--- src/rtl/key_rights_pkg.sv ---
package key_rights_pkg;
  typedef enum logic [1:0] {
    KR_READ    = 2'd0,
    KR_WRITE   = 2'd1,
    KR_SAVE    = 2'd2,
    KR_RESTORE = 2'd3
  } kr_op_e;
endpackage

--- src/rtl/kr_ctl.sv ---
module kr_ctl #(
  parameter int CW     = 32,
  parameter int KE_BIT = 22
) (
  input  logic          clk_i,
  input  logic          rst_ni,
  input  logic          feat_i,
  input  logic          cr_wr_i,
  input  logic [CW-1:0] cr_wdata_i,
  output logic [CW-1:0] cr_masked_o,
  output logic          key_en_o,
  output logic          os_flag_o
);
  logic key_en_q;

  always_comb begin
    cr_masked_o = cr_wdata_i;
    if (!feat_i) cr_masked_o[KE_BIT] = 1'b0;
  end

  always_ff @(posedge clk_i or negedge rst_ni) begin
    if (!rst_ni)      key_en_q <= 1'b0;
    else if (cr_wr_i) key_en_q <= cr_masked_o[KE_BIT];
  end

  assign key_en_o  = key_en_q;
  assign os_flag_o = feat_i & key_en_q;


  p_mask_absent_r10: assert property (@(posedge clk_i) disable iff (!rst_ni)
    (cr_wr_i && !feat_i) |=> !key_en_o);
endmodule

--- src/rtl/kr_check.sv ---
module kr_check
  import key_rights_pkg::*;
#(
  parameter int RW = 32,
  parameter int DW = 64,
  parameter int SW = 32
) (
  input  logic          valid_i,
  input  kr_op_e        op_i,
  input  logic          key_en_i,
  input  logic [SW-1:0] sel_i,
  input  logic [DW-1:0] wdata_i,
  input  logic          rfbm_i,
  input  logic          xbv_i,
  input  logic [RW-1:0] img_i,
  input  logic [RW-1:0] cur_i,
  output logic          ud_o,
  output logic          gp_o,
  output logic          rd_ok_o,
  output logic          upd_o,
  output logic          force_o,
  output logic [RW-1:0] nxt_o,
  output logic          save_o
);
  always_comb begin
    ud_o    = 1'b0;
    gp_o    = 1'b0;
    rd_ok_o = 1'b0;
    upd_o   = 1'b0;
    force_o = 1'b0;
    nxt_o   = cur_i;
    save_o  = 1'b0;
    if (valid_i) begin
      unique case (op_i)
        KR_READ: begin
          if (!key_en_i)        ud_o    = 1'b1;
          else if (sel_i != '0) gp_o    = 1'b1;
          else                  rd_ok_o = 1'b1;
        end
        KR_WRITE: begin
          if (!key_en_i) ud_o = 1'b1;
          else if (sel_i != '0 || wdata_i[DW-1:RW] != '0) gp_o = 1'b1;
          else begin
            upd_o   = 1'b1;
            force_o = 1'b1;
            nxt_o   = wdata_i[RW-1:0];
          end
        end
        KR_SAVE: save_o = rfbm_i;
        KR_RESTORE: begin
          if (rfbm_i) begin
            upd_o = 1'b1;
            nxt_o = xbv_i ? img_i : '0;
          end
        end
        default: ;
      endcase
    end
  end
endmodule

--- src/rtl/kr_store.sv ---
module kr_store #(
  parameter int RW = 32
) (
  input  logic          clk_i,
  input  logic          rst_ni,
  input  logic          upd_i,
  input  logic          force_i,
  input  logic [RW-1:0] nxt_i,
  output logic [RW-1:0] rights_o,
  output logic          flush_o
);
  logic [RW-1:0] rights_q;
  logic          flush_q;

  always_ff @(posedge clk_i or negedge rst_ni) begin
    if (!rst_ni) begin
      rights_q <= '0;
      flush_q  <= 1'b0;
    end else begin
      if (upd_i) rights_q <= nxt_i;
      flush_q <= upd_i && (force_i || nxt_i != rights_q);
    end
  end

  assign rights_o = rights_q;
  assign flush_o  = flush_q;

  // any change of the value is accompanied by a flush pulse
  p_flush_on_change_r8: assert property (@(posedge clk_i) disable iff (!rst_ni)
    (rights_q != $past(rights_q)) |-> flush_o);
endmodule

--- src/rtl/key_rights_ctrl.sv ---
module key_rights_ctrl
  import key_rights_pkg::*;
#(
  parameter int RW       = 32,
  parameter int DW       = 64,
  parameter int SW       = 32,
  parameter int AW       = 32,
  parameter int CW       = 32,
  parameter int KE_BIT   = 22,
  parameter int SAVE_OFF = 2688
) (
  input  logic          clk_i,
  input  logic          rst_ni,
  input  logic          feat_i,
  input  logic          cr_wr_i,
  input  logic [CW-1:0] cr_wdata_i,
  output logic [CW-1:0] cr_masked_o,
  output logic          os_flag_o,
  input  logic          req_valid_i,
  input  logic [1:0]    req_op_i,
  input  logic [SW-1:0] sel_i,
  input  logic [DW-1:0] wdata_i,
  input  logic          rfbm_i,
  input  logic          xbv_i,
  input  logic [RW-1:0] img_i,
  input  logic [AW-1:0] base_i,
  output logic          rsp_valid_o,
  output logic          exc_ud_o,
  output logic          exc_gp_o,
  output logic [RW-1:0] rd_lo_o,
  output logic [DW-RW-1:0] rd_hi_o,
  output logic          save_valid_o,
  output logic [AW-1:0] save_addr_o,
  output logic [DW-1:0] save_data_o,
  output logic          flush_o,
  output logic [RW-1:0] rights_o
);
  localparam logic [AW-1:0] OFF = AW'(SAVE_OFF);
  localparam int            HW  = DW - RW;

  logic          key_en;
  logic          ud, gp, rd_ok, upd, force_fl, save;
  logic [RW-1:0] nxt;

  logic          rsp_q, ud_q, gp_q, sv_q;
  logic [RW-1:0] rd_q;
  logic [AW-1:0] saddr_q;
  logic [DW-1:0] sdata_q;

  kr_ctl #(.CW(CW), .KE_BIT(KE_BIT)) i_ctl (
    .clk_i, .rst_ni, .feat_i, .cr_wr_i, .cr_wdata_i,
    .cr_masked_o, .key_en_o(key_en), .os_flag_o
  );

  kr_check #(.RW(RW), .DW(DW), .SW(SW)) i_check (
    .valid_i(req_valid_i), .op_i(kr_op_e'(req_op_i)), .key_en_i(key_en),
    .sel_i, .wdata_i, .rfbm_i, .xbv_i, .img_i, .cur_i(rights_o),
    .ud_o(ud), .gp_o(gp), .rd_ok_o(rd_ok), .upd_o(upd), .force_o(force_fl),
    .nxt_o(nxt), .save_o(save)
  );

  kr_store #(.RW(RW)) i_store (
    .clk_i, .rst_ni, .upd_i(upd), .force_i(force_fl), .nxt_i(nxt),
    .rights_o, .flush_o
  );

  always_ff @(posedge clk_i or negedge rst_ni) begin
    if (!rst_ni) begin
      rsp_q   <= 1'b0;
      ud_q    <= 1'b0;
      gp_q    <= 1'b0;
      sv_q    <= 1'b0;
      rd_q    <= '0;
      saddr_q <= '0;
      sdata_q <= '0;
    end else begin
      rsp_q   <= req_valid_i;
      ud_q    <= ud;
      gp_q    <= gp;
      sv_q    <= save;
      rd_q    <= rd_ok ? rights_o : '0;
      saddr_q <= save ? base_i + OFF : '0;
      sdata_q <= save ? {{HW{1'b0}}, rights_o} : '0;
    end
  end

  assign rsp_valid_o  = rsp_q;
  assign exc_ud_o     = ud_q;
  assign exc_gp_o     = gp_q;
  assign rd_lo_o      = rd_q;
  assign rd_hi_o      = '0;
  assign save_valid_o = sv_q;
  assign save_addr_o  = saddr_q;
  assign save_data_o  = sdata_q;

  // a protection fault is only possible once key enable was set
  p_gp_needs_key_r2: assert property (@(posedge clk_i) disable iff (!rst_ni)
    exc_gp_o |-> $past(key_en));

  p_reject_hold_r6: assert property (@(posedge clk_i) disable iff (!rst_ni)
    (exc_ud_o || exc_gp_o) |-> (rights_o == $past(rights_o) && !flush_o));

  p_save_hold_r9: assert property (@(posedge clk_i) disable iff (!rst_ni)
    save_valid_o |-> (rights_o == $past(rights_o) && rsp_valid_o));
endmodule

--- config.mk ---
export PLATFORM = sky130hd
export DESIGN_NAME = key_rights_ctrl
export DESIGN_NICKNAME = d
export VERILOG_FILES = /design/src/rtl/key_rights_pkg.sv /design/src/rtl/kr_ctl.sv /design/src/rtl/kr_check.sv /design/src/rtl/kr_store.sv /design/src/rtl/key_rights_ctrl.sv
export SDC_FILE = /design/constraint.sdc
export NUM_CORES = 1
export LEC_CHECK = 0
export BUFFER_PORTS_ARGS = -buffer_cell sky130_fd_sc_hd__buf_2
export CAP_MARGIN = 20
export CORE_MARGIN = 10
export CORE_UTILIZATION = 30
export DETAILED_ROUTE_END_ITERATION = 8
export SLEW_MARGIN = 20
export SYNTH_ARGS = -nofsm -noshare
export SYNTH_HDL_FRONTEND = slang
export SYNTH_HIERARCHICAL = 1
export SYNTH_SLANG_ARGS = --single-unit
--- constraint.sdc ---
create_clock -name clk_i -period 4.7 [get_ports clk_i]
set_clock_uncertainty 0.05 [all_clocks]
set_input_delay 0.94 -clock clk_i [delete_from_list [all_inputs] [get_ports clk_i]]
set_output_delay 0.94 -clock clk_i [all_outputs]
set_load 0.05 [all_outputs]
==> results of run 1 <==
[where the power goes]
group | total [W] | switching (W) | internal [W]
combinational | 0.00113 | 0.000759 | 0.000372
sequential | 0.00141 | 0.000172 | 0.00124
clock | 0.00144 | 0.000538 | 0.000905
[registers in the layout, summed over array words and instances (netlist names)]
signal            cells
exc_gp_o              1
exc_ud_o              1
i_ctl/key_en_o        1
i_store/flush_o       1
i_store/rights_o     32
rd_lo_o              32
rsp_valid_o           1
save_addr_o          32
save_data_o          32
save_valid_o          1
[metal layers]
metal / track usage, % / vias up
li1: - / 2794
met1: 19.66 / 2945
met5: 0 / -
met3: 5.919 / 48
met4: 5.510 / 4
met2: 29.07 / 256
[placed cells by master (no fill, tap or decap), types with 3 or more instances in the layout]
cell,netlist,routed
or4_1,5,5
xor2_1,7,7
nand2_1,36,36
clkbuf_1,20,3
a221o_1,10,10
clkbuf_16,0,17
nand4_1,10,10
nand2b_1,3,3
and4_1,4,4
mux2i_1,3,3
or3_1,4,4
and2_1,77,77
xnor2_1,36,36
dfrtp_1,134,134
mux2_2,32,32
nand3_1,8,8
inv_1,4,4
nor4_1,15,15
nor4_2,4,4
a311o_1,22,22
and3_1,5,5
a21oi_1,37,36
a22o_1,22,22
o2bb2ai_1,10,10
buf_2,7,303
nor2_1,14,13
buf_4,97,12
bufinv_16,0,4
o21ai_0,15,15
clkinvlp_4,0,3
conb_1,1,64
o31ai_1,5,5
nor3_1,4,3
[worst paths after layout]
check / endpoint / slack, ns / cells past startpoint
max reg2reg: i_store/flush_o$_DFF_PN0_ / 1.89 / 8
max: i_store/flush_o$_DFF_PN0_ / 1.20 / 11
min: save_addr_o[0]$_DFF_PN0_ / 0.51 / 1
max in group asynchronous: save_data_o[1]$_DFF_PN0_ / 3.10 / 2
min in group clk_i: rd_lo_o[19]$_DFF_PN0_ / 0.58 / 1
min reg2reg: rd_lo_o[19]$_DFF_PN0_ / 0.58 / 1
[logic make-up after synthesis]
family / Yosys count
muxes: 36
DFF: 134
xor gates and xnor gates: 43
and+or+nand+nor: 203
adders and majority gates: 1
AOI/OAI and AO/OA: 127
other: 1
buffers and inverters: 136
[area by class of cell]
type                            count  area [sq um]
Antenna cell                        1         2.502
Clock buffer                       21         450.4
Tap cell                          319         399.1
Sequential cell                   134          3353
Timing Repair Buffer              316          1618
Clock inverter                     11         173.9
Multi-Input combinational cell    474          3244
Inverter                            5         18.77
Fill cell                        2366         14420
[stage by stage]
stage	total power, W	hold slack (ns)
after CTS	0.004032	0.5219
after global routing	0.004182	0.5386
after floorplan	0.002294	0.4435
after global placement	0.002566	0.5664
final	0.003983	0.5062
after detailed placement	0.002569	0.5635
==> out/metrics.csv, run 1 <==
stage,metric,value,unit
sta,fin_crit_sh,74.51,%
sta,finalHoldViolCount,0,
setup_path,cp_top_family,simple AND/OR/NAND/NOR gates,
synth,ys_warn_count,6,
synth,yosysSeqAreaShare,46.11,%
setup_path,arrival,3.74,ns
clock_network,cts_sinks,134,
floorplan,fp.dieW,175.7,microns
setup_path,cpMostUsedCell,nor4_1,
setup_path,path_buf_inv,2,
detailed_routing,dr_total_vias,6047,
synth,netlist_area,7272,sq um
sta,max_slew_margin,29.63,%
synth,async_reset_ff_share,100.0,%
setup_path,crit_required,4.94,ns
sta,worst_slew_pin_slew,1.051,ns
sta,setup_viol,0,
place,pre_cts_ws,0.7840,ns
synth,yosysTopAreaCell,dfrtp_1,
clock_network,cts_tree,built,
synth,synth-edff-count,0,
synth,synth_ff_type,dfrtp_1,
synth,avgSynthCellArea,10.68,sq um
place,dpl.hpwl,21.21,mm
finish,fin_cells,1281,
finish,postLayoutCoreUtil,39.10,%
detailed_routing,antenna_left,0,
global_route,grt_max_degree,73,
sta,drv_slew,0,
synth,yosys_register_bits,134,
floorplan,initial_core_util,30.71,%
clock_network,clockBufferDepth,2,
setup_path,crit_slowest_cell,and3_1,
run,max-cap-violations,0,
sta,rsz0062_at_grt,false,
clock_network,clk_latency,0.41,ns
sta,fin_tns_setup,0,ns
setup_path,crit_path_end_kind,flip-flop,
global_route,grt.overflow.total,0,
detailed_routing,routed.top_layer,met5,
clock_network,cts_resized,0,
pwr,peakVddDrop,0.0002165,V
synth,synth_compound_area_share,13.18,%
detailed_routing,first_pass_iters,4,
detailed_routing,routed_wirelength,27.41,mm
sta,setup_slack,1.198,ns
synth,synth_most_common_cell,dfrtp_1,
setup_path,cp-start-kind,primary input,
place,placed_cell_area,8633,sq um
detailed_routing,met1Wirelength,11.11,mm
pwr,p_per_area,430.1,nW/um^2
global_route,grt_pass1_vias,6514,
synth,synth_mux_area_share,5.575,%
synth,synthTopCellsByArea,"dfrtp_1, buf_4, and2_1",
clock_network,cts_setup_buffers,0,
hold_path,hold_path_class,primary input to async pin,
detailed_routing,wl_met2,13.60,mm
finish,drive_gt1_share,41.31,%
setup_path,path_cells,buf_2 -> nor4_1 -> and4_1 -> and3_1 -> buf_4 -> a21oi_1 -> a311o_1 -> xnor2_1 -> nand4_1 -> nor4_1 -> a31oi_1,
synth,synth_xor_area_share,5.179,%
setup_path,worstReg2RegStart,i_ctl/key_en_o$_DFFE_PN0P_,
synth,synth_top_family_by_area,simple AND/OR/NAND/NOR gates,
status,outcome,"finished, final reports clean",
floorplan,pin_count,431,
place,place.gp.congestion,0.8483,
clock_network,cts_buffers,17,
synth,ys_top_cells_by_count,"dfrtp_1, buf_4, and2_1",
detailed_routing,drc,0,
global_route,antenna_found_initial,4,
detailed_routing,routedWlPerCell,21.40,microns
clock_network,clk_pin_slew,0.06,ns
floorplan,die_area,30870,sq um
synth,yosys.area_share.simple,16.86,%
synth,synth-adder-area-share,0.1721,%
place,dp.cells,1248,
setup_path,crit_type,primary input to flip-flop,
synth,yosysUniqueCellTypes,51,
global_route,grt_pass1_wl,40.18,mm
sta,fmax,285.5,MHz
setup_path,cp_max_fo,15,
finish,final_area,9260,sq um
setup_path,startpoint,wdata_i[58],
floorplan,row_count,56,
clock_network,cts_htree_levels,4,
place,port-buffer-count,304,
global_route,grt.total_usage,17.08,%
synth,synth_top_area_share,46.11,%
finish,syn2layout_area_growth,27.34,%
finish,nets,1150,
setup_path,critical_path.max_stage_delay,0.62,ns
pwr,cellLeakagePower,4.809,nW
detailed_routing,wl_met3,2.075,mm
sta,fin_crit,3.502,ns
detailed_routing,viasPerCell,4.721,
detailed_routing,drt_iter0_drc,381,
synth,synth_cells,681,
clock_network,cts_root_buf,clkbuf_16,
clock_network,ctsHoldBuffers,0,
floorplan,fp.coreArea,23680,sq um
floorplan,fp.dieH,175.7,microns
(Power assumes the default switching activity.)
==> run 2, diff against run 1 <==
--- a/config.mk
+++ b/config.mk
@@ -5,6 +5,7 @@
 export SDC_FILE = /design/constraint.sdc
 export NUM_CORES = 1
 export LEC_CHECK = 0
+export ABC_AREA = 1
 export BUFFER_PORTS_ARGS = -buffer_cell sky130_fd_sc_hd__buf_2
 export CAP_MARGIN = 20
 export CORE_MARGIN = 10
==> constraint.sdc (replaced) <==
create_clock -name clk_i -period 3.7 [get_ports clk_i]
set_clock_uncertainty 0.05 [all_clocks]
set_input_delay 0.74 -clock clk_i [delete_from_list [all_inputs] [get_ports clk_i]]
set_output_delay 0.74 -clock clk_i [all_outputs]
set_load 0.05 [all_outputs]
==> run 2 against run 1 <==
Sequential share of layout area shrank 5.1 points. Critical endpoint unchanged. Register-to-register slack worse by 0.38 ns. Critical path type unchanged. Largest power group unchanged. Via count grew 43%. Clock power is 28% higher. Sequential cell count stayed put.
==> out/metrics.csv, run 2 <==
stage,metric,value,unit,change
status,outcome,"finished, final reports clean",,unchanged
setup_path,ff2ff_path_depth,14,,was 8
finish,fill_cells,3063,,was 2366
hold_path,hold_path_class,primary input to async pin,,unchanged
floorplan,initial_core_util,30.26,%,was 30.71%
synth,yosysTopAreaCell,dfrtp_1,,unchanged
sta,setup_slack,0.9228,ns,was 1.198 ns
sta,drv_slew,0,,unchanged
sta,finalHoldViolCount,0,,unchanged
setup_path,path_cells,buf_2 -> nor2_1 -> nand2_1 -> nor2_1 -> nand2_1 -> nor2_8 -> nand3_4 -> buf_4 -> nand2_1 -> nand3_1 -> nand2_1 -> nand2_1 -> nand2_1 -> inv_1 -> nand2_1 -> nand2_1 -> nor2_1 -> nand2_1 -> nor2_1 -> nand3_1 -> nor2_1 -> nor2_1,,was buf_2 -> nor4_1 -> and4_1 -> and3_1 -> buf_4 -> a21oi_1 -> a311o_1 -> xnor2_1 -> nand4_1 -> nor4_1 -> a31oi_1
place,place.gp.congestion,0.8923,,was 0.8483
sta,setup_viol,0,,unchanged
detailed_routing,dr_total_vias,8637,,was 6047
setup_path,path_buf_inv,3,,was 2
setup_path,crit_path_end_kind,flip-flop,,unchanged
floorplan,pin_count,431,,unchanged
detailed_routing,routedWlPerCell,16.65,microns,was 21.40 microns
setup_path,cpMostUsedCell,nand2_1,,was nor4_1
place,pre_cts_ws,0.5088,ns,was 0.7840 ns
sta,fin_tns_setup,0,ns,unchanged
clock_network,cts_sinks,134,,unchanged
synth,synth_ff_type,dfrtp_1,,unchanged
setup_path,cp_max_fo,21,,was 15
place,port-buffer-count,304,,unchanged
synth,synth_top_area_share,38.71,%,was 46.11%
sta,worst_slew_pin_slew,0.7461,ns,was 1.051 ns
detailed_routing,viasPerCell,4.447,,was 4.721
global_route,grt_max_degree,75,,was 73
synth,synth-edff-count,0,,unchanged
place,dpl.hpwl,24.89,mm,was 21.21 mm
sta,fin_crit,2.777,ns,
global_route,grt.total_usage,17.42,%,was 17.08%
synth,ys_top_cells_by_count,"nand2_1, inv_1, dfrtp_1",,"was dfrtp_1, buf_4, and2_1"
setup_path,critical_path.max_stage_delay,0.28,ns,was 0.62 ns
clock_network,clockBufferDepth,2,,unchanged
setup_path,crit_slowest_cell,buf_4,,was and3_1
detailed_routing,first_pass_iters,7,,was 4
clock_network,ctsHoldBuffers,0,,unchanged
sta,max_slew_margin,50.26,%,was 29.63%
setup_path,crit_type,primary input to flip-flop,,unchanged
pwr,peakVddDrop,0.0002754,V,was 0.0002165 V
clock_network,cts_htree_levels,4,,unchanged
finish,mostFrequentLayoutCells,"nand2_1, buf_2, inv_1, dfrtp_1, nor2_1",,"was buf_2, dfrtp_1, and2_1, conb_1"
floorplan,row_count,62,,was 56
synth,ys_warn_count,6,,unchanged
synth,synth_cells,1287,,was 681
finish,final_area,10770,sq um,was 9260 sq um
clock_network,cts_root_buf,clkbuf_16,,unchanged
synth,netlist_area,8662,sq um,was 7272 sq um
floorplan,fp.dieW,189.9,microns,was 175.7 microns
setup_path,crit_required,3.94,ns,was 4.94 ns
floorplan,die_area,36070,sq um,was 30870 sq um
setup_path,reg2reg_setup_slack,1.51,ns,was 1.89 ns
clock_network,cts_setup_buffers,0,,unchanged
synth,async_reset_ff_share,100.0,%,unchanged
synth,synth_most_common_cell,nand2_1,,was dfrtp_1
clock_network,cts_tree,built,,unchanged
floorplan,fp.dieH,189.9,microns,was 175.7 microns
run,max-cap-violations,0,,unchanged
finish,mostFrequentLayoutCell,nand2_1,,was buf_2
clock_network,clk_latency,0.42,ns,was 0.41 ns
synth,avgSynthCellArea,6.730,sq um,was 10.68 sq um
synth,yosys_register_bits,134,,unchanged
setup_path,rr_endpoint,i_store/flush_o$_DFF_PN0_,,unchanged
finish,nets,1747,,was 1150
pwr,p_per_area,454.7,nW/um^2,was 430.1 nW/um^2
global_route,antenna_found_initial,2,,was 4
detailed_routing,routed_wirelength,32.33,mm,was 27.41 mm
setup_path,cp-start-kind,primary input,,unchanged
global_route,grt.overflow.total,0,,unchanged
finish,drive_gt1_share,25.26,%,was 41.31%
place,placed_cell_area,10140,sq um,was 8633 sq um
floorplan,fp.coreArea,28630,sq um,was 23680 sq um
synth,yosysUniqueCellTypes,32,,was 51
sta,rsz0062_at_grt,false,,unchanged
clock_network,clk_pin_slew,0.06,ns,about the same
finish,syn2layout_area_growth,24.38,%,was 27.34%
setup_path,cp_top_family,simple AND/OR/NAND/NOR gates,,unchanged
clock_network,cts_resized,0,,unchanged
global_route,grt_pass1_vias,8538,,was 6514
synth,yosysSeqAreaShare,38.71,%,was 46.11%
synth,synthTopCellsByArea,"dfrtp_1, nand2_1, inv_1",,"was dfrtp_1, buf_4, and2_1"
clock_network,cts_buffers,17,,unchanged
sta,fin_crit_sh,75.06,%,
pwr,cellLeakagePower,6.712,nW,was 4.809 nW
setup_path,arrival,3.01,ns,was 3.74 ns
detailed_routing,drc,0,,unchanged
global_route,grt_pass1_wl,48.95,mm,was 40.18 mm
setup_path,worstReg2RegStart,i_ctl/key_en_o$_DFFE_PN0P_,,unchanged
detailed_routing,antenna_left,0,,unchanged
detailed_routing,drt_iter0_drc,592,,was 381
sta,fmax,360.1,MHz,
-- run 2: changes by cell type after synthesis, sizes merged, moves of 18 or more --
cell / change
o21ai: +56
mux2: -33
nor4: -18
nand3: +78
inv: +205
nand4: +25
a22o: -22
nand2: +396
xnor2: -32
nor2: +105
a311o: -22
and2: -78
-- run 2: report_power, final --
| part | internal [W] | total, W | switching [W] |
|---|---|---|---|
| Clock | 0.00116 | 0.00184 | 0.000683 |
| Combinational | 0.000344 | 0.00133 | 0.000989 |
| Sequential | 0.00155 | 0.00172 | 0.000171 |
-- run 2: kinds of logic (layout without fill, tap and decap cells) --
group | count (synthesis) | in the layout | share of synthesized area, %
and+or+nand+nor | 680 | 680 | 33.77
buffers and inverters | 356 | 562 | 20.22
DFF | 134 | 134 | 38.71
AOI/OAI and AO/OA | 106 | 106 | 6.197
xor gates and xnor gates | 9 | 9 | 0.9099
adders and majority gates | 1 | 1 | 0.1444
other | 1 | 66 | 0.04329
-- run 2: through the flow --
step	hold WS, ns	cells	total power (W)	utilization [%]
detailed placement	0.5342	1910	0.003086	35.44
global route	0.3322	1941	0.005178	37.63
floorplan	0.3944	1350	0.002785	-
global placement	0.5254	1910	0.003074	35.44
CTS	0.3316	1940	0.004970	37.62
finish	0.2811	1942	0.004899	37.64
-- run 2: worst reg2reg max path, stage by stage (launching register included) --
cell	delay, ns
dfrtp_1	0.41
buf_4	0.41
nand4_1	0.18
nand3_1	0.11
nand2_1	0.05
nand2_1	0.05
nand2_1	0.08
nand2_1	0.08
nand2_1	0.05
nor2_1	0.12
nand2_1	0.06
nor2_1	0.14
nand3_1	0.10
nor2_1	0.10
nor2_1	0.04
-- run 2: area by class of cell --
cell class	count	area (sq um)	area share, %
multi-input cells	860	3821	35.47
flip-flops and latches	134	3353	31.12
repair buffers	322	1700	15.78
inverters	210	788.3	7.316
well taps	384	480.5	4.459
clock buffers	19	452.9	4.204
clock inverters	11	172.7	1.603
diodes	2	5.005	0.04645
-- run 2: worst max-delay path by stage --
stage | startpoint | end | cells after the start
after floorplan | sel_i[31] | i_store/flush_o$_DFF_PN0_ | 19
after global placement | sel_i[1] | i_store/flush_o$_DFF_PN0_ | 19
after detailed placement | sel_i[1] | i_store/flush_o$_DFF_PN0_ | 22
after CTS | sel_i[1] | i_store/flush_o$_DFF_PN0_ | 22
after global routing | sel_i[1] | i_store/flush_o$_DFF_PN0_ | 22
final | sel_i[1] | i_store/flush_o$_DFF_PN0_ | 22
-- run 2: per-layer routing --
metal / vias up / routed length (microns) / GRT usage (%)
li1: 4263 / - / -
met1: 3969 / 13310 / 20.75
met2: 352 / 15810 / 29.49
met3: 53 / 2484 / 4.980
met4: 0 / 735 / 5.861
met5: - / 0 / 0
